==> config.mk <==
export PLATFORM = sky130hd
export DESIGN_NAME = door_ctrl
export DESIGN_NICKNAME = d
export VERILOG_FILES = /design/src/rtl/door_pkg.sv /design/src/rtl/door_rst_sync.sv /design/src/rtl/door_next_state.sv /design/src/rtl/door_out_dec.sv /design/src/rtl/door_ctrl.sv
export SDC_FILE = /design/constraint.sdc
export NUM_CORES = 1
export LEC_CHECK = 0
export ABC_AREA = 1
export BUFFER_PORTS_ARGS = -buffer_cell sky130_fd_sc_hd__buf_2
export CORE_AREA = 2 2 39 41
export DETAILED_ROUTE_END_ITERATION = 12
export DIE_AREA = 0 0 41 43
export PLACE_DENSITY = 0.48
export RECOVER_POWER = 25
export SLEW_MARGIN = 40
export SYNTH_ARGS = -nofsm -noshare
export SYNTH_HDL_FRONTEND = slang
export SYNTH_SLANG_ARGS = --single-unit
export TNS_END_PERCENT = 1
==> constraint.sdc <==
create_clock -name clk -period 1 [get_ports clk]
set_clock_uncertainty 0.2 [all_clocks]
set_input_delay 0.2 -clock clk [delete_from_list [all_inputs] [get_ports clk]]
set_output_delay 0.2 -clock clk [all_outputs]
set_load 0.05 [all_outputs]
==> src/rtl/door_pkg.sv <==
package door_pkg;
  typedef enum logic [1:0] {
    ST_SHUT    = 2'b00,
    ST_OPENING = 2'b01,
    ST_OPEN    = 2'b11,
    ST_CLOSING = 2'b10
  } door_state_e;
endpackage

==> src/rtl/door_rst_sync.sv <==
module door_rst_sync #(
  parameter int STAGES = 2
) (
  input  logic clk,
  input  logic rst_n,
  output logic rst_sync_n
);
  logic [STAGES-1:0] chain_q;

  always_ff @(posedge clk or negedge rst_n) begin
    if (!rst_n) chain_q <= '0;
    else        chain_q <= {chain_q[STAGES-2:0], 1'b1};
  end

  assign rst_sync_n = chain_q[STAGES-1];
endmodule

==> src/rtl/door_next_state.sv <==
module door_next_state
  import door_pkg::*;
(
  input  door_state_e cur,
  input  logic        anyone,
  input  logic        lock,
  input  logic        shut_limit,
  input  logic        open_limit,
  input  logic        obstruct,
  output door_state_e nxt
);
  always_comb begin
    nxt = cur;
    unique case (cur)
      ST_SHUT:    if (anyone && !lock) nxt = ST_OPENING;
      ST_OPENING: if (open_limit) nxt = ST_OPEN;
      ST_OPEN:    if (!anyone && !obstruct) nxt = ST_CLOSING;
      ST_CLOSING: begin
        if (anyone || obstruct) nxt = ST_OPENING;
        else if (shut_limit)    nxt = ST_SHUT;
      end
      default:    nxt = ST_SHUT;
    endcase
  end
endmodule

==> src/rtl/door_out_dec.sv <==
module door_out_dec
  import door_pkg::*;
(
  input  door_state_e cur,
  input  logic        anyone,
  input  logic        lock,
  input  logic        shut_limit,
  input  logic        open_limit,
  output logic        drive_open,
  output logic        drive_close,
  output logic        alert
);
  always_comb begin
    drive_open  = 1'b0;
    drive_close = 1'b0;
    alert       = 1'b0;
    unique case (cur)
      ST_SHUT:    alert       = lock && anyone;
      ST_OPENING: drive_open  = !open_limit;
      ST_CLOSING: drive_close = !shut_limit;
      default:    ;
    endcase
  end
endmodule

==> src/rtl/door_ctrl.sv <==
module door_ctrl
  import door_pkg::*;
#(
  parameter int N_SENSE     = 3,
  parameter int SYNC_STAGES = 2
) (
  input  logic               clk,
  input  logic               rst_n,
  input  logic [N_SENSE-1:0] presence,
  input  logic               lock,
  input  logic               shut_limit,
  input  logic               open_limit,
  input  logic               obstruct,
  output logic               drive_open,
  output logic               drive_close,
  output logic               alert,
  output logic [1:0]         door_state
);
  logic        rst_sync_n;
  logic        anyone;
  logic        state_en;
  door_state_e state_q;
  door_state_e state_d;

  door_rst_sync #(.STAGES(SYNC_STAGES)) u_rst (
    .clk        (clk),
    .rst_n      (rst_n),
    .rst_sync_n (rst_sync_n)
  );

  // one shared presence term for every transition that needs it
  assign anyone = |presence;

  door_next_state u_ns (
    .cur        (state_q),
    .anyone     (anyone),
    .lock       (lock),
    .shut_limit (shut_limit),
    .open_limit (open_limit),
    .obstruct   (obstruct),
    .nxt        (state_d)
  );

  assign state_en = (state_d != state_q);

  always_ff @(posedge clk or negedge rst_sync_n) begin
    if (!rst_sync_n)   state_q <= ST_SHUT;
    else if (state_en) state_q <= state_d;
  end

  door_out_dec u_out (
    .cur         (state_q),
    .anyone      (anyone),
    .lock        (lock),
    .shut_limit  (shut_limit),
    .open_limit  (open_limit),
    .drive_open  (drive_open),
    .drive_close (drive_close),
    .alert       (alert)
  );

  assign door_state = state_q;
endmodule

==> qor.yml <==
root_buffer: "clkbuf_4"
p_per_area_nw_per_um2: 2610
drt_first_pass_iters: 2
end_kind: "output pin"
violations: "setup timing"
die_x_um: 41
synth_seq_area_share: 0.530
clock.fmax_mhz: 674
worst_ir_drop_vdd_uv: 1060
layout_common_cells: "buf_2, buf_4, buf_6"
dp_hpwl_um: 407
r2r-end: "door_state[1]$_DFFE_PN0P_"
crit_fanout: 3
clkLatencyLatePin_ns: 0.24
hp-class: "input port to flop"
final_common_cell: "buf_2"
numCtsBuffers: 3
netlist_area_um2: 189
grt_pass1_wl_um: 848
cp_slowest_cell: "dfrtp_2"
fin_ws_ns: -0.484
arrival_ns: 1.08
synth_cell_type_count: 11
synth_top_area_frac: 0.530
yosys.area.top_type: "dfrtp_1"
port_buffers: 13
slew_viol_final: 0
critical_path.max_stage_delay_ns: 0.40
whs_endpoint: "door_state[1]$_DFFE_PN0P_"
vias: 243
cp_data_required_time_ns: 0.60
area_growth_pct: 132
reg2reg_depth: 3
grt_pass1_vias: 251
min_path_cells: 3
insertedDiodeCount: 0
hold_violations: 0
cts_tree: "yes"
finalSetupViolCount: 7
cts.clk_slew.worst_paths_ns: 0.04
cts_max_level: 1
avgSynthCellArea_um2: 7.56
n_fill_cell: 155
status: "finished, violations left"
numClockSinks: 4
period_share: 1.48
drc: 0
via_per_inst: 3.68
critical_path_class: "flop to output pin"
r2r_slack_ns: -0.09
syn_inst: 25
ys_warn_count: 0
drive_gt1_frac: 0.680
die_y_um: 43
clockBufferDepth: 2
core_um2: 1380
start_util: 0.137
p_leak_nw: 0.210
track_usage: 0.0787
ios: 14
drtIter0Drc: 1
power_w: 0.00114
avgRoutedWirePerCell_um: 7.86
max-cap-violations: 0
reg2reg_from: "door_state[1]$_DFFE_PN0P_"
finalCriticalPeriod_ns: 1.48
final_antenna_net_count: 0
grt_max_degree: 5
antenna_found_initial: 0
ys_ff_latch: 4
holdCritStartpoint: "open_limit"
wl_um: 519
rows: 14
synth_nets: 34
rsz0062_at_grt: "true"
synthTopCellsByArea: "dfrtp_1, nand2_1, nand3_1, inv_1, nor2_1"
place_inst: 60
cp-start-kind: "flop"
holdWs_ns: 0.0296
overflow: 0
startpoint: "door_state[1]$_DFFE_PN0P_"
final_cells: 66
gp_congestion: 0.603
die-area_um2: 1760
path_cells: "inv_2 > nand3_2 > a21oi_4 > buf_6"
post_cts.repair.setup_buffers: 0
fin_nets: 60
flip-flops by register name, indices dropped and copies added, names as in the netlist:
name and flops:
door_state 2, u_rst.chain_q 2
critical path: cells and delay by family (launching register included):
family | cells | cell delay [ns]
AND/OR/NAND/NOR | 1 | 0.09
buffers and inverters | 2 | 0.25
AO/OA/AOI/OAI | 1 | 0.12
flip-flops | 1 | 0.40
cell usage after synthesis:
library cell	count
conb_1	1
dfrtp_1	4
o21ai_1	1
inv_2	1
o21ai_0	1
a21oi_1	1
nand3_1	3
inv_1	4
nand2_1	5
nor2_2	1
nor2_1	3
final cells by class:
class                   instances  area [µm²]  share of cell area
clock buffers                   4        26.3              0.0600
inverters                       5        22.5              0.0514
multi-input cells              16         106               0.243
flip-flops and latches          4         103               0.234
well taps                      16        20.0              0.0457
repair buffers                 21         160               0.366
per-layer routing:
layer	routed length, µm	global-route usage	up-vias
met5	0	0	-
met4	0	0.0400	0
met3	55	0.0628	0
met2	281	0.131	12
met1	181	0.0588	108
li1	-	-	123
worst max path at each step:
stage          endpoint  slack [ns]  cells after the start
2_1_floorplan     alert       -0.42                      3
3_3_place_gp      alert       -0.31                      4
3_5_place_dp      alert       -0.32                      4
4_1_cts           alert       -0.50                      4
5_1_grt           alert       -0.53                      4
6_report          alert       -0.48                      4
cells by family after synthesis:
logic type,Yosys count,synth area share
AOI/OAI and AO/OA,3,0.0794
DFF,4,0.530
other,1,0.0198
and+or+nand+nor,12,0.272
buffers and inverters,5,0.0993
power by group:
group	switching, W	internal (W)
combinational	0.000421	0.000265
sequential	0.0000275	0.000210
clock	0.0000703	0.000150
total	0.000519	0.000625
stage by stage:
| stage | setup slack (ns) | utilization | area, µm² | TNS [ns] |
|---|---|---|---|---|
| detailed placement | -0.321 | 0.252 | 349 | -1.37 |
| global route | -0.534 | 0.316 | 438 | -2.56 |
| finish | -0.484 | 0.316 | 438 | -2.20 |
| CTS | -0.502 | 0.317 | 439 | -2.32 |
| floorplan | -0.423 | - | 219 | -1.56 |
| global placement | -0.312 | 0.252 | 349 | -1.36 |
what timing repair did:
item / 4_1_cts / 5_1_grt
pin swaps: 1 / 0
setup endpoints to repair: 7 / 7
hold endpoints to repair: 4 / 0
resized for setup: 15 / 0
hold buffers: 2 / 0
(Power assumes the default switching activity.)
